--- config.mk ---
export PLATFORM = sky130hd
export DESIGN_NAME = gpio_mask_port
export DESIGN_NICKNAME = d
export VERILOG_FILES = /design/src/rtl/gpio_mask_pkg.sv /design/src/rtl/gpio_bus_decode.sv /design/src/rtl/gpio_in_sync.sv /design/src/rtl/gpio_pin_regs.sv /design/src/rtl/gpio_read_mux.sv /design/src/rtl/gpio_mask_port.sv
export SDC_FILE = /design/constraint.sdc
export NUM_CORES = 1
export LEC_CHECK = 0
export ABC_AREA = 1
export BUFFER_PORTS_ARGS = -buffer_cell sky130_fd_sc_hd__buf_4
export CORE_ASPECT_RATIO = 0.7
export CORE_UTILIZATION = 47
export CTS_BUF_LIST = sky130_fd_sc_hd__clkbuf_2
export CTS_CLUSTER_DIAMETER = 150
export DETAILED_ROUTE_END_ITERATION = 8
export PLACE_DENSITY = 0.95
export SYNTH_ARGS = -nofsm -noshare
export SYNTH_HDL_FRONTEND = slang
export SYNTH_SLANG_ARGS = --single-unit
--- constraint.sdc ---
create_clock -name pclk -period 1.83 [get_ports pclk]
set_clock_uncertainty 0.2 [all_clocks]
set_input_delay 0.0915 -clock pclk [delete_from_list [all_inputs] [get_ports pclk]]
set_output_delay 0.0915 -clock pclk [all_outputs]
set_load 0.005 [all_outputs]
--- src/rtl/gpio_mask_pkg.sv ---
package gpio_mask_pkg;
    localparam int unsigned PIN_COUNT  = 8;
    localparam int unsigned MASK_LSB   = 2;
    localparam int unsigned DIR_OFFSET = 'h400;
    localparam int unsigned WIN_BITS   = MASK_LSB + PIN_COUNT;

    typedef logic [PIN_COUNT-1:0] pin_vec_t;

    typedef struct packed {
        pin_vec_t dir;
        pin_vec_t out;
    } pin_state_t;
endpackage

--- src/rtl/gpio_bus_decode.sv ---
module gpio_bus_decode
    import gpio_mask_pkg::*;
#(
    parameter int unsigned ADDR_W = 12
) (
    input  logic              psel,
    input  logic              penable,
    input  logic              pwrite,
    input  logic [ADDR_W-1:0] paddr,
    output logic              acc_wr,
    output logic              acc_rd,
    output logic              hit_data,
    output logic              hit_dir,
    output pin_vec_t          mask
);
    localparam int unsigned DIR_WORD = DIR_OFFSET / 4;
    localparam logic [ADDR_W-3:0] DIR_WORD_V = DIR_WORD[ADDR_W-3:0];

    logic access;

    always_comb begin
        access   = psel && penable;
        acc_wr   = access && pwrite;
        acc_rd   = access && !pwrite;
        hit_data = (paddr[ADDR_W-1:WIN_BITS] == '0);
        hit_dir  = (paddr[ADDR_W-1:MASK_LSB] == DIR_WORD_V);
        mask     = paddr[WIN_BITS-1:MASK_LSB];
    end
endmodule

--- src/rtl/gpio_in_sync.sv ---
module gpio_in_sync
    import gpio_mask_pkg::*;
#(
    parameter int unsigned STAGES = 2
) (
    input  logic     clk,
    input  logic     rst_n,
    input  pin_vec_t pad_d,
    output pin_vec_t pad_s
);
    pin_vec_t stage_d [STAGES];
    pin_vec_t stage_q [STAGES];

    always_comb begin
        stage_d[0] = pad_d;
        for (int i = 1; i < STAGES; i++) begin
            stage_d[i] = stage_q[i-1];
        end
    end

    generate
        for (genvar g = 0; g < STAGES; g++) begin : g_stage
            always_ff @(posedge clk or negedge rst_n) begin
                if (!rst_n) stage_q[g] <= '0;
                else        stage_q[g] <= stage_d[g];
            end
        end
    endgenerate

    assign pad_s = stage_q[STAGES-1];
endmodule

--- src/rtl/gpio_pin_regs.sv ---
module gpio_pin_regs
    import gpio_mask_pkg::*;
#(
    parameter int unsigned DATA_W = 32
) (
    input  logic              clk,
    input  logic              rst_n,
    input  logic              acc_wr,
    input  logic              hit_data,
    input  logic              hit_dir,
    input  pin_vec_t          mask,
    input  logic [DATA_W-1:0] wdata,
    output pin_vec_t          dir_q,
    output pin_vec_t          out_q
);
    pin_state_t st_d, st_q;
    pin_vec_t   wbyte;
    logic       data_wr, dir_wr;

    always_comb begin
        wbyte   = wdata[PIN_COUNT-1:0];
        data_wr = acc_wr && hit_data;
        dir_wr  = acc_wr && hit_dir;
        st_d    = st_q;
        if (data_wr) st_d.out = (st_q.out & ~mask) | (wbyte & mask);
        if (dir_wr)  st_d.dir = wbyte;
    end

    always_ff @(posedge clk or negedge rst_n) begin
        if (!rst_n) st_q <= '0;
        else        st_q <= st_d;
    end

    assign dir_q = st_q.dir;
    assign out_q = st_q.out;

    assert_mask_take_R2: assert property (@(posedge clk) disable iff (!rst_n)
        (acc_wr && hit_data) |=> ((out_q & $past(mask)) == ($past(wdata[PIN_COUNT-1:0]) & $past(mask))));

    assert_mask_keep_R2: assert property (@(posedge clk) disable iff (!rst_n)
        (acc_wr && hit_data) |=> ((out_q & ~$past(mask)) == ($past(out_q) & ~$past(mask))));

    assert_data_hold_R11: assert property (@(posedge clk) disable iff (!rst_n)
        !(acc_wr && hit_data) |=> $stable(out_q));

    assert_dir_hold_R9: assert property (@(posedge clk) disable iff (!rst_n)
        !(acc_wr && hit_dir) |=> $stable(dir_q));

    assert_dir_load_R6: assert property (@(posedge clk) disable iff (!rst_n)
        (acc_wr && hit_dir) |=> (dir_q == $past(wdata[PIN_COUNT-1:0])));
endmodule

--- src/rtl/gpio_read_mux.sv ---
module gpio_read_mux
    import gpio_mask_pkg::*;
#(
    parameter int unsigned DATA_W = 32
) (
    input  logic              acc_rd,
    input  logic              hit_data,
    input  logic              hit_dir,
    input  pin_vec_t          mask,
    input  pin_vec_t          dir_q,
    input  pin_vec_t          out_q,
    input  pin_vec_t          pad_s,
    output logic [DATA_W-1:0] rdata
);
    pin_vec_t level;
    pin_vec_t sel;

    always_comb begin
        level = (dir_q & out_q) | (~dir_q & pad_s);
        sel   = '0;
        if (acc_rd) begin
            if (hit_data)     sel = level & mask;
            else if (hit_dir) sel = dir_q;
        end
        rdata = '0;
        rdata[PIN_COUNT-1:0] = sel;
    end
endmodule

--- src/rtl/gpio_mask_port.sv ---
module gpio_mask_port
    import gpio_mask_pkg::*;
#(
    parameter int unsigned ADDR_W      = 12,
    parameter int unsigned DATA_W      = 32,
    parameter int unsigned SYNC_STAGES = 2
) (
    input  logic              pclk,
    input  logic              presetn,
    input  logic              psel,
    input  logic              penable,
    input  logic              pwrite,
    input  logic [ADDR_W-1:0] paddr,
    input  logic [DATA_W-1:0] pwdata,
    output logic [DATA_W-1:0] prdata,
    output logic              pready,
    output logic              pslverr,
    input  logic [7:0]        pad_in,
    output logic [7:0]        pad_oe,
    output logic [7:0]        pad_out
);
    logic     acc_wr, acc_rd, hit_data, hit_dir;
    pin_vec_t mask, dir_q, out_q, pad_s;

    gpio_bus_decode #(.ADDR_W(ADDR_W)) u_dec (
        .psel(psel), .penable(penable), .pwrite(pwrite), .paddr(paddr),
        .acc_wr(acc_wr), .acc_rd(acc_rd), .hit_data(hit_data),
        .hit_dir(hit_dir), .mask(mask)
    );

    gpio_in_sync #(.STAGES(SYNC_STAGES)) u_sync (
        .clk(pclk), .rst_n(presetn), .pad_d(pad_in), .pad_s(pad_s)
    );

    gpio_pin_regs #(.DATA_W(DATA_W)) u_regs (
        .clk(pclk), .rst_n(presetn), .acc_wr(acc_wr), .hit_data(hit_data),
        .hit_dir(hit_dir), .mask(mask), .wdata(pwdata),
        .dir_q(dir_q), .out_q(out_q)
    );

    gpio_read_mux #(.DATA_W(DATA_W)) u_rmux (
        .acc_rd(acc_rd), .hit_data(hit_data), .hit_dir(hit_dir), .mask(mask),
        .dir_q(dir_q), .out_q(out_q), .pad_s(pad_s), .rdata(prdata)
    );

    assign pready  = 1'b1;
    assign pslverr = 1'b0;
    assign pad_oe  = dir_q;
    assign pad_out = out_q;

    assert_rd_masked_R3: assert property (@(posedge pclk) disable iff (!presetn)
        (psel && penable && !pwrite && paddr[ADDR_W-1:WIN_BITS] == '0)
            |-> ((prdata[PIN_COUNT-1:0] & ~paddr[WIN_BITS-1:MASK_LSB]) == '0));

    assert_rd_idle_R10: assert property (@(posedge pclk) disable iff (!presetn)
        !(psel && penable) |-> (prdata == '0));

    assert_rd_out_pin_R4: assert property (@(posedge pclk) disable iff (!presetn)
        (psel && penable && !pwrite && paddr[ADDR_W-1:WIN_BITS] == '0)
            |-> ((prdata[PIN_COUNT-1:0] & pad_oe & paddr[WIN_BITS-1:MASK_LSB])
                 == (pad_out & pad_oe & paddr[WIN_BITS-1:MASK_LSB])));
endmodule

==> results of run 1 <==
[final timing paths]
| path | startpoint | end | slack (ns) | cells after the start |
|---|---|---|---|---|
| worst max-delay path | u_regs.dir_q[1]$_DFFE_PN0P_ | prdata[1] | 0.07 | 6 |
| worst min-delay path | paddr[10] | flop | 0.05 | 7 |
| worst max register to register | u_regs.dir_q[2]$_DFFE_PN0P_ | u_regs.dir_q[2]$_DFFE_PN0P_ | 0.73 | 4 |
| worst min register to register | u_sync.stage_d[2]$_DFF_PN0_ | u_sync.pad_s[2]$_DFF_PN0_ | 0.17 | 0 |
| max in group asynchronous | presetn | u_sync.pad_s[6]$_DFF_PN0_ | 0.61 | 3 |
| min in group asynchronous | presetn | u_sync.stage_d[4]$_DFF_PN0_ | 0.51 | 3 |
[cells by family (layout without fill, tap and decap cells)]
family,count (synthesis),count (layout),synth area share [%]
AND/OR/NAND/NOR,109,109,31.4
buffers and inverters,41,123,15.6
flip-flops,32,32,47.8
AO/OA/AOI/OAI,16,16,4.78
other,2,26,0.448
[cells in the final DEF, fill, tap and decap left out, types with 2 or more instances in the layout]
| cell | n |
|---|---|
| a21oi_1 | 6 |
| a21oi_2 | 2 |
| buf_4 | 63 |
| clkbuf_2 | 6 |
| conb_1 | 26 |
| dfrtp_1 | 31 |
| dlygate4sd3_1 | 38 |
| inv_1 | 11 |
| nand2_1 | 70 |
| nand3_1 | 26 |
| nor2_1 | 4 |
| nor2_4 | 3 |
| nor2_8 | 2 |
| o21ai_0 | 4 |
| o21ai_1 | 3 |
[metal layers]
| layer | global-route usage [%] | routed length, um | share of wire (%) | vias to the layer above |
|---|---|---|---|---|
| met2 | 42.9 | 2170 | 48 | 100 |
| met1 | 33.5 | 1840 | 41 | 801 |
| met3 | 6.20 | 446 | 9.8 | 11 |
| met5 | 0 | 0 | 0 | - |
| li1 | - | - | - | 790 |
| met4 | 9.94 | 72 | 1.6 | 0 |
[power groups by stage]
| stage | sequential, mW | clock [mW] | combinational [mW] |
|---|---|---|---|
| after detailed placement | 0.804 | 0 | 0.238 |
| after CTS | 0.791 | 0.494 | 0.284 |
| after floorplan | 0.802 | 0 | 0.123 |
| final | 0.792 | 0.486 | 0.290 |
| after global routing | 0.800 | 0.531 | 0.323 |
| after global placement | 0.801 | 0 | 0.228 |
[worst max-delay path: stages (launching register included)]
cell,delay (ns)
dfrtp_1,0.46
o21ai_0,0.17
nand2_1,0.07
nand2_1,0.06
nand2_1,0.04
a21oi_1,0.14
buf_4,0.14
[layout make-up]
| cell class | count | area share [%] |
|---|---|---|
| repair buffers | 101 | 33.5 |
| flip-flops and latches | 32 | 31.5 |
| clock inverters | 2 | 1.37 |
| clock buffers | 6 | 1.18 |
| inverters | 14 | 2.16 |
| well taps | 47 | 2.31 |
| multi-input cells | 151 | 28.1 |
[metrics by stage]
step,std cells,power [mW],utilization [%],area [um^2]
floorplan,224,0.924,-,1770
CTS,346,1.57,75.9,2480
global placement,300,1.03,62.3,2040
detailed placement,300,1.04,62.3,2040
global route,353,1.65,77.8,2550
finish,353,1.57,77.8,2550
[timing repair]
item / CTS / global route
setup buffers: 0 / 7
hold buffers: 38 / 0
hold endpoints to repair: 56 / 0
gates resized for setup: 0 / 8
setup endpoints to repair: 0 / 4
==> results.sh, run 1 <==
export IMPL_fp_dieW_um=73.4
export IMPL_dr_pass1_iters=4
export IMPL_cts_made_buffers=5
export IMPL_grtUsageTotal_pct=26.0
export IMPL_syn_area_per_cell_um2=8.38
export IMPL_hpwl_um=2730
export IMPL_path_class="reg2out"
export IMPL_hold_worst_slack_ns=0.0543
export IMPL_drive_above_1_share_pct=28.1
export IMPL_worstPathMaxFanout=5
export IMPL_place_gp_congestion=0.780
export IMPL_setup_ws_ns=0.0736
export IMPL_synth_main_ff_cell="dfrtp_1"
export IMPL_synth_top_area_share_pct=47.8
export IMPL_synth_seq_cells=32
export IMPL_root_buffer="clkbuf_2"
export IMPL_die_h_um=52.0
export IMPL_wirelength_um=4530
export IMPL_cts_tree="done"
export IMPL_vias=1702
export IMPL_leakagePower_nw=1.32
export IMPL_yosysUniqueCellTypes=19
export IMPL_power_density_mw_per_mm2=615
export IMPL_n_antenna_cell=0
export IMPL_seq_area_frac_synth_pct=47.8
export IMPL_cts_buffer_depth=2
export IMPL_routedWlPerCell_um=12.8
export IMPL_synth_most_common_cell="nand2_1"
export IMPL_numPortBuffers=54
export IMPL_fin_crit_ns=1.76
export IMPL_synth_edff_count=0
export IMPL_slew_violations=0
export IMPL_hp_class="in2reg"
export IMPL_regArea_um2=802
export IMPL_clk_latency_ns=0.38
export IMPL_max_vdd_ir_drop_uv=520
export IMPL_grt_pass1_vias=1514
export IMPL_grt_max_degree=33
export IMPL_antenna_found_initial=0
export IMPL_ys_warn_count=0
export IMPL_grt_ovfl_total=0
export IMPL_syn_area_mm2=0.00168
export IMPL_p_seq_share_pct=50.5
export IMPL_layout_nets=362
export IMPL_drt_initial_drc_count=155
export IMPL_max_cap_violations=0
export IMPL_clk_pin_slew_ns=0.17
export IMPL_ios=107
export IMPL_period_share_pct=96.0
export IMPL_htreeDepth=2
export IMPL_ys_top_cells_by_count="nand2_1 (70), dfrtp_1 (32), buf_4 (26), nand3_1 (26), inv_1 (11)"
export IMPL_synthArstFlopShare_pct=100
export IMPL_grt_first_pass_wirelength_um=7040
export IMPL_fillers=249
export IMPL_intPower_mw=1.15
export IMPL_power_frac_comb_pct=18.5
export IMPL_cp_start_kind="flop"
export IMPL_setup_viol=0
export IMPL_netlist_instances=200
export IMPL_num_rows=17
export IMPL_p_sw_mw=0.422
export IMPL_yosysTopAreaCell="dfrtp_1"
export IMPL_final_antenna_net_count=0
export IMPL_dp_slack_ns=0.312
export IMPL_netlist_top_cells_area="dfrtp_1 (48%), nand2_1 (16%), buf_4 (12%), nand3_1 (7.8%), inv_1 (2.5%)"
export IMPL_worstPathArrival_ns=1.46
export IMPL_via_per_inst=4.82
export IMPL_cts_sinks=32
export IMPL_drc=0
export IMPL_hold_viol=0
export IMPL_cp_end_kind="output port"
export IMPL_multi_input_area_um2=716
export IMPL_fmax_mhz=569
export IMPL_cp_data_required_time_ns=1.54
export IMPL_die_area_mm2=0.00381
export IMPL_area_delta_synth_final_pct=52.1
export IMPL_status="finished, final reports clean"
export IMPL_core_mm2=0.00328
export IMPL_clkPwrFrac_pct=31.0
export IMPL_start_util_pct=51.2
export IMPL_p_sw_share_pct=26.9
export IMPL_finalSetupTns_ns=0
No activity file was read; power rests on OpenSTA's default activity.
==> run 2, diff against run 1 <==
--- a/config.mk
+++ b/config.mk
@@ -8,11 +8,12 @@
 export ABC_AREA = 1
 export BUFFER_PORTS_ARGS = -buffer_cell sky130_fd_sc_hd__buf_4
 export CORE_ASPECT_RATIO = 0.7
-export CORE_UTILIZATION = 47
+export CORE_UTILIZATION = 39
 export CTS_BUF_LIST = sky130_fd_sc_hd__clkbuf_2
 export CTS_CLUSTER_DIAMETER = 150
 export DETAILED_ROUTE_END_ITERATION = 8
-export PLACE_DENSITY = 0.95
+export MAX_ROUTING_LAYER = met4
+export PLACE_DENSITY = 0.85
 export SYNTH_ARGS = -nofsm -noshare
 export SYNTH_HDL_FRONTEND = slang
 export SYNTH_SLANG_ARGS = --single-unit
==> constraint.sdc (replaced) <==
create_clock -name pclk -period 1.4 [get_ports pclk]
set_clock_uncertainty 0.2 [all_clocks]
set_input_delay 0.07 -clock pclk [delete_from_list [all_inputs] [get_ports pclk]]
set_output_delay 0.07 -clock pclk [all_outputs]
set_load 0.005 [all_outputs]
==> results.sh, run 2 (synthesis gave the netlist of run 1 again) <==
export IMPL_drc=0
export IMPL_fmax_mhz=596
export IMPL_fillers=340
export IMPL_hold_viol=8
export IMPL_die_h_um=56.9
export IMPL_num_rows=19
export IMPL_placed_cells=311
export IMPL_worstPathArrival_ns=1.41
export IMPL_cts_buffer_depth=2
export IMPL_final_antenna_net_count=0
export IMPL_cp_start_kind="flop"
export IMPL_htreeDepth=2
export IMPL_grt_ovfl_total=0
export IMPL_hold_worst_slack_ns=-0.0734
export IMPL_fp_dieW_um=80.4
export IMPL_wirelength_um=4430
export IMPL_clk_pin_slew_ns=0.17
export IMPL_status="finished, violations left"
export IMPL_cp_data_required_time_ns=1.13
export IMPL_area_delta_synth_final_pct=56.4
export IMPL_vias=1625
export IMPL_hp_class="in2reg"
export IMPL_rsz0062_at_grt="true"
export IMPL_root_buffer="clkbuf_2"
export IMPL_fin_area_mm2=0.00262
export IMPL_via_per_inst=4.49
export IMPL_max_cap_violations=0
export IMPL_rr_startpoint="u_regs.dir_q[6]$_DFFE_PN0P_"
export IMPL_die_area_mm2=0.00457
export IMPL_hold_end="u_regs.dir_q[4]$_DFFE_PN0P_"
export IMPL_worst_hold_startpoint="paddr[11]"
export IMPL_regArea_um2=801
export IMPL_power_density_mw_per_mm2=788
export IMPL_cts_sinks=32
export IMPL_clk_latency_ns=0.36
export IMPL_worstPathMaxFanout=4
export IMPL_hold_depth=6
export IMPL_final_common_cell="nand2_1"
export IMPL_max_vdd_ir_drop_uv=568
export IMPL_cp_end_kind="output port"
export IMPL_routedWlPerCell_um=12.2
export IMPL_grt_first_pass_wirelength_um=7110
export IMPL_reg2regPathDepth=4
export IMPL_grt_max_degree=33
export IMPL_drt_initial_drc_count=113
export IMPL_fin_cells=362
export IMPL_core_mm2=0.00402
export IMPL_layout_nets=366
export IMPL_place_gp_congestion=0.816
export IMPL_fin_crit_ns=1.68
export IMPL_start_util_pct=41.7
export IMPL_grt_pass1_vias=1540
export IMPL_leakagePower_nw=1.38
export IMPL_dp_slack_ns=-0.0636
export IMPL_setup_viol=9
export IMPL_reg2reg_slack_ns=0.32
export IMPL_hpwl_um=2890
export IMPL_path_class="reg2out"
export IMPL_multi_input_area_um2=734
export IMPL_cts_made_buffers=5
export IMPL_slew_violations=0
export IMPL_placed_area_mm2=0.00209
export IMPL_ctsHoldBuffers=30
export IMPL_drive_above_1_share_pct=33.2
export IMPL_n_antenna_cell=0
export IMPL_grtUsageTotal_pct=21.5
export IMPL_dr_pass1_iters=4
export IMPL_violations="hold timing, setup timing"
export IMPL_ios=107
export IMPL_setup_ws_ns=-0.279
export IMPL_antenna_found_initial=0
export IMPL_numPortBuffers=54
export IMPL_r2r_end="u_regs.dir_q[6]$_DFFE_PN0P_"
export IMPL_period_share_pct=120
export IMPL_mostFrequentLayoutCells="nand2_1 (70), buf_4 (65), dfrtp_1 (32)"
export IMPL_cts_tree="done"
[run 2: stage by stage]
stage	util (%)	TNS (ns)	power, mW
2_1_floorplan	-	0	1.21
3_3_place_gp	52.0	-0.0393	1.36
3_5_place_dp	52.0	-0.463	1.37
4_1_cts	64.0	-1.81	2.06
5_1_grt	65.3	-2.87	2.18
6_report	65.3	-1.76	2.07
[run 2: repair_timing]
action                                  in CTS  in global routing
endpoints found under the setup margin       8                 16
buffers inserted                            12                  2
hold endpoints to repair                    56                  8
resized for setup                           15                 12
pin swaps                                   12                  3
[run 2: layer usage]
metal | up-vias | share of wire [%] | GRT usage [%]
met1 | 743 | 41 | 28.2
li1 | 802 | - | -
met2 | 76 | 50 | 34.3
met4 | 0 | 0.79 | 5.61
met3 | 4 | 7.4 | 4.07
met5 | - | 0 | -
[run 2: how the worst max path moves through the flow]
stage               slack [ns]                   startpoint        end
finish                   -0.28  u_regs.dir_q[2]$_DFFE_PN0P_  prdata[2]
CTS                      -0.25  u_regs.dir_q[2]$_DFFE_PN0P_  prdata[2]
global placement         -0.02                     paddr[9]  prdata[5]
global route             -0.44  u_regs.dir_q[2]$_DFFE_PN0P_  prdata[2]
floorplan                 0.28  u_regs.dir_q[0]$_DFFE_PN0P_  prdata[0]
detailed placement       -0.06                     paddr[9]  prdata[5]
[run 2: power breakdown]
group / total, mW / internal, mW / leakage, nW / switching, mW
combinational: 0.410 / 0.223 / 0.933 / 0.187
sequential: 1.03 / 0.991 / 0.402 / 0.0384
clock: 0.626 / 0.308 / 0.0430 / 0.318
total: 2.07 / 1.52 / 1.38 / 0.544
[run 2: area by class of cell]
class / instances / area share, %
Timing Repair Buffer: 105 / 34.4
Sequential cell: 32 / 30.5
Multi-Input combinational cell: 151 / 28.0
Tap cell: 52 / 2.48
Inverter: 14 / 2.10
Clock inverter: 2 / 1.34
Clock buffer: 6 / 1.15
[run 2: critical path: stages (launching register included)]
cell,delay (ns)
dfrtp_1,0.44
nand2_1,0.08
o21ai_2,0.05
nand2_1,0.06
nand2_1,0.06
nand2_1,0.06
a21oi_2,0.15
buf_4,0.14
